<file path="src/rtl/edo_pkg.sv">
package edo_pkg;

    typedef enum logic [3:0] {
        ST_IDLE = 4'd0,
        ST_RCD  = 4'd1,
        ST_PSET = 4'd2,
        ST_CAS  = 4'd3,
        ST_CP   = 4'd4,
        ST_OPEN = 4'd5,
        ST_PRE  = 4'd6,
        ST_RCAS = 4'd7,
        ST_RRAS = 4'd8
    } edo_state_e;

    function automatic logic ras_is_low(input edo_state_e s);
        return (s == ST_RCD) || (s == ST_PSET) || (s == ST_CAS) ||
               (s == ST_CP) || (s == ST_OPEN) || (s == ST_RRAS);
    endfunction

    function automatic logic write_phase(input edo_state_e s);
        return (s == ST_RCD) || (s == ST_PSET) || (s == ST_CAS);
    endfunction

endpackage

</file>
<file path="src/rtl/edo_ref_timer.sv">
module edo_ref_timer #(
    parameter int INTERVAL = 1560
) (
    input  logic clk,
    input  logic rst_n,
    output logic tick
);
    localparam int TW = $clog2(INTERVAL + 1);

    logic [TW-1:0] cnt_d, cnt_q;

    assign tick = (cnt_q == '0);

    always_comb begin
        cnt_d = tick ? TW'(INTERVAL - 1) : cnt_q - 1'b1;
    end

    always_ff @(posedge clk) begin
        if (!rst_n) cnt_q <= TW'(INTERVAL - 1);
        else        cnt_q <= cnt_d;
    end
endmodule

</file>
<file path="src/rtl/edo_ras_guard.sv">
module edo_ras_guard #(
    parameter int LIMIT = 1000,
    parameter int GUARD = 8
) (
    input  logic clk,
    input  logic rst_n,
    input  logic ras_low,
    output logic near_limit
);
    localparam int GW        = $clog2(LIMIT + 1) + 1;
    localparam int THRESHOLD = LIMIT - GUARD;

    logic [GW-1:0] run_d, run_q;

    assign near_limit = (run_q >= GW'(THRESHOLD));

    always_comb begin
        if (!ras_low)              run_d = '0;
        else if (run_q != '1)      run_d = run_q + 1'b1;
        else                       run_d = run_q;
    end

    always_ff @(posedge clk) begin
        if (!rst_n) run_q <= '0;
        else        run_q <= run_d;
    end
endmodule

</file>
<file path="src/rtl/edo_ctrl.sv">
module edo_ctrl
    import edo_pkg::*;
#(
    parameter int ROW_W      = 9,
    parameter int COL_W      = 9,
    parameter int DATA_W     = 16,
    parameter int T_RCD      = 2,
    parameter int T_CAS      = 2,
    parameter int T_CP       = 1,
    parameter int T_RP       = 3,
    parameter int T_CSR      = 1,
    parameter int T_REFW     = 3,
    parameter int T_RAS_MAX  = 1000,
    parameter int CLK_KHZ    = 100000,
    parameter int REF_CYCLES = CLK_KHZ * 156 / 10000
) (
    input  logic                   clk,
    input  logic                   rst_n,
    input  logic                   req_valid,
    output logic                   req_ready,
    input  logic                   req_write,
    input  logic [ROW_W+COL_W-1:0] req_addr,
    input  logic [DATA_W/8-1:0]    req_be,
    input  logic [DATA_W-1:0]      req_wdata,
    output logic                   rsp_valid,
    output logic [DATA_W-1:0]      rsp_rdata,
    output logic                   dram_ras_n,
    output logic [DATA_W/8-1:0]    dram_cas_n,
    output logic                   dram_we_n,
    output logic                   dram_oe_n,
    output logic [ROW_W-1:0]       dram_addr,
    output logic [DATA_W-1:0]      dram_dq_out,
    output logic                   dram_dq_oe,
    input  logic [DATA_W-1:0]      dram_dq_in
);
    localparam int LANES = DATA_W / 8;
    localparam int AW    = ROW_W + COL_W;
    localparam int CW    = $clog2(T_RCD + T_CAS + T_CP + T_RP + T_CSR + T_REFW + 1);

    typedef struct packed {
        edo_state_e        st;
        logic [CW-1:0]     cnt;
        logic              open;
        logic              held;
        logic              ref_pend;
        logic [ROW_W-1:0]  row;
        logic [COL_W-1:0]  col;
        logic              wr;
        logic [LANES-1:0]  lanes;
        logic [DATA_W-1:0] wdata;
        logic              rsp;
        logic [DATA_W-1:0] rdata;
    } ctl_t;

    ctl_t q, d;

    logic             ref_tick;
    logic             near_limit;
    logic             ras_low;
    logic             take;
    logic [LANES-1:0] be_eff;
    logic [ROW_W-1:0] a_row;
    logic [COL_W-1:0] a_col;

    assign a_row   = req_addr[AW-1:COL_W];
    assign a_col   = req_addr[COL_W-1:0];
    assign be_eff  = (req_be == '0) ? '1 : req_be;
    assign ras_low = ras_is_low(q.st);

    edo_ref_timer #(.INTERVAL(REF_CYCLES)) u_ref (
        .clk  (clk),
        .rst_n(rst_n),
        .tick (ref_tick)
    );

    edo_ras_guard #(.LIMIT(T_RAS_MAX), .GUARD(T_CAS + T_CP + 3)) u_guard (
        .clk       (clk),
        .rst_n     (rst_n),
        .ras_low   (ras_low),
        .near_limit(near_limit)
    );

    assign req_ready = !q.ref_pend &&
                       ((q.st == ST_IDLE) || ((q.st == ST_OPEN) && !near_limit));
    assign take = req_valid && req_ready;

    always_comb begin
        d          = q;
        d.rsp      = 1'b0;
        d.ref_pend = q.ref_pend | ref_tick;
        if (take) begin
            d.col   = a_col;
            d.wr    = req_write;
            d.lanes = be_eff;
            d.wdata = req_wdata;
        end
        case (q.st)
            ST_IDLE: begin
                if (q.ref_pend) begin
                    d.st       = ST_RCAS;
                    d.cnt      = CW'(T_CSR - 1);
                    d.ref_pend = ref_tick;
                end else if (take) begin
                    d.st   = ST_RCD;
                    d.cnt  = CW'(T_RCD - 1);
                    d.open = 1'b1;
                    d.row  = a_row;
                end
            end
            ST_RCD: begin
                if (q.cnt == '0) begin
                    d.st  = ST_CAS;
                    d.cnt = CW'(T_CAS - 1);
                end else d.cnt = q.cnt - 1'b1;
            end
            ST_PSET: begin
                d.st  = ST_CAS;
                d.cnt = CW'(T_CAS - 1);
            end
            ST_CAS: begin
                if (q.cnt == '0) begin
                    if (!q.wr) begin
                        d.rsp   = 1'b1;
                        d.rdata = dram_dq_in;
                    end
                    d.st  = ST_CP;
                    d.cnt = CW'(T_CP - 1);
                end else d.cnt = q.cnt - 1'b1;
            end
            ST_CP: begin
                if (q.cnt == '0) d.st = ST_OPEN;
                else             d.cnt = q.cnt - 1'b1;
            end
            ST_OPEN: begin
                if (q.ref_pend || near_limit) begin
                    d.st   = ST_PRE;
                    d.cnt  = CW'(T_RP - 1);
                    d.open = 1'b0;
                    d.held = 1'b0;
                end else if (take) begin
                    if (a_row == q.row) begin
                        d.st = ST_PSET;
                    end else begin
                        d.st   = ST_PRE;
                        d.cnt  = CW'(T_RP - 1);
                        d.open = 1'b0;
                        d.held = 1'b1;
                        d.row  = a_row;
                    end
                end
            end
            ST_PRE: begin
                if (q.cnt == '0) begin
                    if (q.held) begin
                        d.st   = ST_RCD;
                        d.cnt  = CW'(T_RCD - 1);
                        d.open = 1'b1;
                        d.held = 1'b0;
                    end else d.st = ST_IDLE;
                end else d.cnt = q.cnt - 1'b1;
            end
            ST_RCAS: begin
                if (q.cnt == '0) begin
                    d.st  = ST_RRAS;
                    d.cnt = CW'(T_REFW - 1);
                end else d.cnt = q.cnt - 1'b1;
            end
            ST_RRAS: begin
                if (q.cnt == '0) begin
                    d.st   = ST_PRE;
                    d.cnt  = CW'(T_RP - 1);
                    d.held = 1'b0;
                end else d.cnt = q.cnt - 1'b1;
            end
            default: d.st = ST_IDLE;
        endcase
    end

    always_ff @(posedge clk) begin
        if (!rst_n) q <= '0;
        else        q <= d;
    end

    for (genvar i = 0; i < LANES; i++) begin : g_lane
        assign dram_cas_n[i] = !(((q.st == ST_CAS) && q.lanes[i]) ||
                                 (q.st == ST_RCAS) || (q.st == ST_RRAS));
    end

    assign dram_ras_n  = !ras_low;
    assign dram_we_n   = !(q.wr && write_phase(q.st));
    assign dram_oe_n   = !(!q.wr && (q.st == ST_CAS));
    assign dram_dq_oe  = q.wr && write_phase(q.st);
    assign dram_dq_out = q.wdata;
    assign rsp_valid   = q.rsp;
    assign rsp_rdata   = q.rdata;

    always_comb begin
        case (q.st)
            ST_RCD:                    dram_addr = q.row;
            ST_PSET, ST_CAS, ST_CP:    dram_addr = ROW_W'(q.col);
            default:                   dram_addr = '0;
        endcase
    end
endmodule

</file>
<file path="config.mk">
export PLATFORM = sky130hd
export DESIGN_NAME = edo_ctrl
export DESIGN_NICKNAME = d
export VERILOG_FILES = /design/src/rtl/edo_pkg.sv /design/src/rtl/edo_ref_timer.sv /design/src/rtl/edo_ras_guard.sv /design/src/rtl/edo_ctrl.sv
export SDC_FILE = /design/constraint.sdc
export NUM_CORES = 1
export LEC_CHECK = 0
export BUFFER_PORTS_ARGS = -buffer_cell sky130_fd_sc_hd__buf_4
export CAP_MARGIN = 15
export CELL_PAD_IN_SITES_DETAIL_PLACEMENT = 0
export CELL_PAD_IN_SITES_GLOBAL_PLACEMENT = 2
export CORE_UTILIZATION = 31
export CTS_BUF_LIST = sky130_fd_sc_hd__clkbuf_8
export DETAILED_ROUTE_END_ITERATION = 8
export HOLD_SLACK_MARGIN = 0.15
export PLACE_DENSITY_LB_ADDON = 0.1
export RECOVER_POWER = 100
export SYNTH_ARGS = -nofsm -noshare
export SYNTH_HDL_FRONTEND = slang
export SYNTH_SLANG_ARGS = --single-unit
</file>
<file path="constraint.sdc">
create_clock -name clk -period 2.3 [get_ports clk]
set_input_delay 0.23 -clock clk [delete_from_list [all_inputs] [get_ports clk]]
set_output_delay 0.23 -clock clk [all_outputs]
set_load 0.02 [all_outputs]
</file>
==> summary.md <==
| Metric | Value |
|---|---|
| Crit path capture | `req_ready` |
| 1st-iter DRT viols | `just under 200` |
| Num rows | `42` |
| DR WL/cell | `13.0 µm` |
| Count of flip-flops with a built-in enable after synthesis | `0` |
| Sw Share | `0.391` |
| Area growth, synth to finish | `32.4%` |
| # port buffers | `104` |
| Antenna cell count | `0` |
| Die Area | `14,000 µm²` |
| First-pass GRT wire length | `18.2 mm` |
| Register Area | `1720 µm²` |
| Register area share after synthesis | `0.409` |
| WS Path Type | `register to output pin` |
| Layout cells sized above 1 | `0.167` |
| WP data arrival | `1.98 ns` |
| Ys async rst share | `0` |
| RSZ-0062 raised after global routing | `no` |
| Syn nets | `598` |
| Worst setup path startpoint | `u_guard.run_q[0]` |
| Final Wtd Congestion | `approximately 0.77` |
| Initial Utilization | `0.318` |
| CORE AREA | `roughly 13,000 µm²` |
| Peak supply drop | `0.279 mV` |
| CP max FO | `5` |
| Post-route minimum period | `2.21 ns` |
| Clk sinks | `86` |
| Required @ worst endpoint | `2.07 ns` |
| Initial DRT Pass Iterations | `4` |
| Max-slew violations | `0` |
| Avg Inst Size Synth | `7.84 µm²` |
| Kind of end point of the critical path | `output pin` |
| CTS tree | `built` |
| Clock share of power | `0.209` |
| Final hold violation count | `0` |
| Clock latency on the worst-skew pair | `0.38 ns` |
| Routed vias | `roughly 3,900` |
| Largest net degree at the start of global routing | `31` |
| DRC viols | `0` |
| GRT Util Overall | `0.164` |
| Ys flop type | `dfxtp_1` |
| FF-to-FF End | `q[50]` |
| #FFs+latches synth | `86` |
| Netlist Area Pre-Place | `4210 µm²` |
| Final setup vio count | `0` |
| Max_slew headroom | `0.534` |
| Max-Cap Viols | `0` |
| P_leak | `2.20 nW` |
| PD cells | `917 nW/µm²` |
| Min-Delay Path Class | `primary input to register` |
| Commonest non-fill, non-tap cell in the layout | `nand2_1` |
| Final ANT Viol Nets | `0` |
| Vias per cell | `approximately 4.6` |
| R2R cell count | `8` |
| Proportion of power drawn by flip-flops and latches | `0.369` |
| Setup TNS | `0 ns` |
| R2R setup slack | `roughly 0.16 ns` |
| Fillcell total | `1,420` |
| R2R Path Start | `u_guard.run_q[0]` |
| Grt total ovfl | `0` |
| Non-filler instance count after layout | `around 850` |
| Post-Synthesis Cells | `between 500 and 600` |
| Fmax | `452 MHz` |
| Total routed wirelength | `11.1 mm` |
| Final nets | `~730` |
| I/O pin count | `around 110` |
| Cts bufs inserted | `9` |
| Startpoint types | `register` |
| Tcrit/Tclk final | `0.962` |
| Slew @ Worst Pin | `about 0.70 ns` |
| Worst Clk Skew | `0.00677 ns` |
| Outcome | `finished, final reports clean` |
| Placed cells | `778` |
| Clock root buffer | `clkbuf_8` |
| Commonest cells after routing, fill and taps aside | `nand2_1 (126), dfxtp_1 (84), buf_4 (75)` |
| Synth unique cells | `54` |
| Die height | `119 µm` |
| Internal cell power | `0.00311 W` |
| Die Wd | `119 µm` |
| Comb power frac | `0.422` |
| Multi-input combinational cell area | `2070 µm²` |
| HPWL after DPL | `7.70 mm` |
| Yosys warnings | `0` |
| Total power | `0.00511 W` |
| Number of global-route vias before repair | `3,699` |
| H-tree depth | `3` |
| Switch Pwr | `0.00200 W` |
| Clock buffer depth | `2` |
| Reg clk slew, reported paths | `0.08 ns` |
| Initial antenna violation count | `0` |
| Layout Utilization | `0.421` |
-- power groups by stage --
stage / combinational (W) / clock, W / sequential [W]
2_1_floorplan: 0.00155 / 0 / 0.00186
3_3_place_gp: 0.00218 / 0 / 0.00192
3_5_place_dp: 0.00218 / 0 / 0.00192
4_1_cts: 0.00227 / 0.00112 / 0.00189
5_1_grt: 0.00240 / 0.00118 / 0.00192
6_report: 0.00216 / 0.00107 / 0.00189
-- Yosys cell counts (all sizes together) (2+ instances only) --
library cell / number / area share
nand2: 126 / 0.11
dfxtp: 86 / 0.41
a21oi: 63 / 0.075
nor2: 47 / 0.042
buf: 43 / 0.073
clkbuf: 17 / 0.015
xnor2: 17 / 0.035
inv: 13 / 0.012
nor3: 13 / 0.015
mux2i: 10 / 0.024
o21ai: 10 / 0.012
nand3: 9 / 0.011
a22oi: 8 / 0.014
a211oi: 7 / 0.012
xor2: 7 / 0.015
ha: 5 / 0.015
nand2b: 5 / 0.0074
o31ai: 4 / 0.0071
or3: 4 / 0.0059
a31oi: 3 / 0.0045
and2: 3 / 0.0051
nor4: 3 / 0.0045
o31a: 3 / 0.0062
or4: 3 / 0.0062
a21o: 2 / 0.0036
a221oi: 2 / 0.0042
a31o: 2 / 0.0042
nand4: 2 / 0.0030
nor4b: 2 / 0.0042
o211a: 2 / 0.0065
-- worst max-delay path: stages (launching register included) --
cell	delay, ns
dfxtp_1	0.33
inv_1	0.04
ha_1	0.17
or4_1	0.42
o211a_4	0.28
o21bai_4	0.20
buf_6	0.15
-- cell type report --
class	instances	area share
Clock buffer	9	0.0222
Clock inverter	7	0.0119
Inverter	13	0.00876
Multi-Input combinational cell	378	0.371
Sequential cell	86	0.309
Tap cell	176	0.0395
Timing Repair Buffer	179	0.237
-- repair_timing --
item	in CTS	in global routing
setup buffers	0	1
endpoints found under the setup margin	8	10
hold endpoints to repair	52	0
resized for setup	1	4
hold buffers	53	0
-- how the worst min path moves through the flow --
stage / depth (start not counted) / startpoint / slack, ns / endpoint
final: 2 / rst_n / 0.20 / u_ref.cnt_q[10]
after global routing: 2 / rst_n / 0.19 / u_ref.cnt_q[10]
after CTS: 2 / rst_n / 0.17 / u_ref.cnt_q[10]
after detailed placement: 1 / u_ref.cnt_q[0] / 0.41 / u_ref.cnt_q[0]
after global placement: 1 / u_ref.cnt_q[0] / 0.40 / u_ref.cnt_q[0]
after floorplan: 1 / req_be[0] / 0.34 / q[34]
-- logic make-up after synthesis --
| family | Yosys count | share of synthesized area |
|---|---|---|
| buffers and inverters | 73 | 0.100 |
| AOI/OAI and AO/OA | 115 | 0.172 |
| adders and majority gates | 5 | 0.0149 |
| and+or+nand+nor | 224 | 0.230 |
| muxes | 10 | 0.0238 |
| DFF | 86 | 0.409 |
| xor gates and xnor gates | 24 | 0.0499 |
-- per-layer routing --
layer  global-route usage  share of wire
met5                    0              0
met4               0.0799          0.021
met3               0.0285          0.036
met2                0.252           0.45
met1                0.223           0.50
-- sequential cells by signal, indices dropped and copies added (netlist names) --
register	count
dram_dq_out	16
q	31
rsp_rdata	16
rsp_valid	1
u_guard.run_q	11
u_ref.cnt_q	11
-- metrics by stage --
| step | cell area (µm²) | hold WS [ns] | setup WS, ns |
|---|---|---|---|
| finish | 5570 | 0.204 | 0.0884 |
| floorplan | 4210 | 0.344 | 0.160 |
| detailed placement | 5010 | 0.408 | 0.174 |
| global route | 5570 | 0.189 | 0.00554 |
| CTS | 5730 | 0.174 | 0.0235 |
| global placement | 5010 | 0.401 | 0.226 |
(Power assumes the default switching activity.)
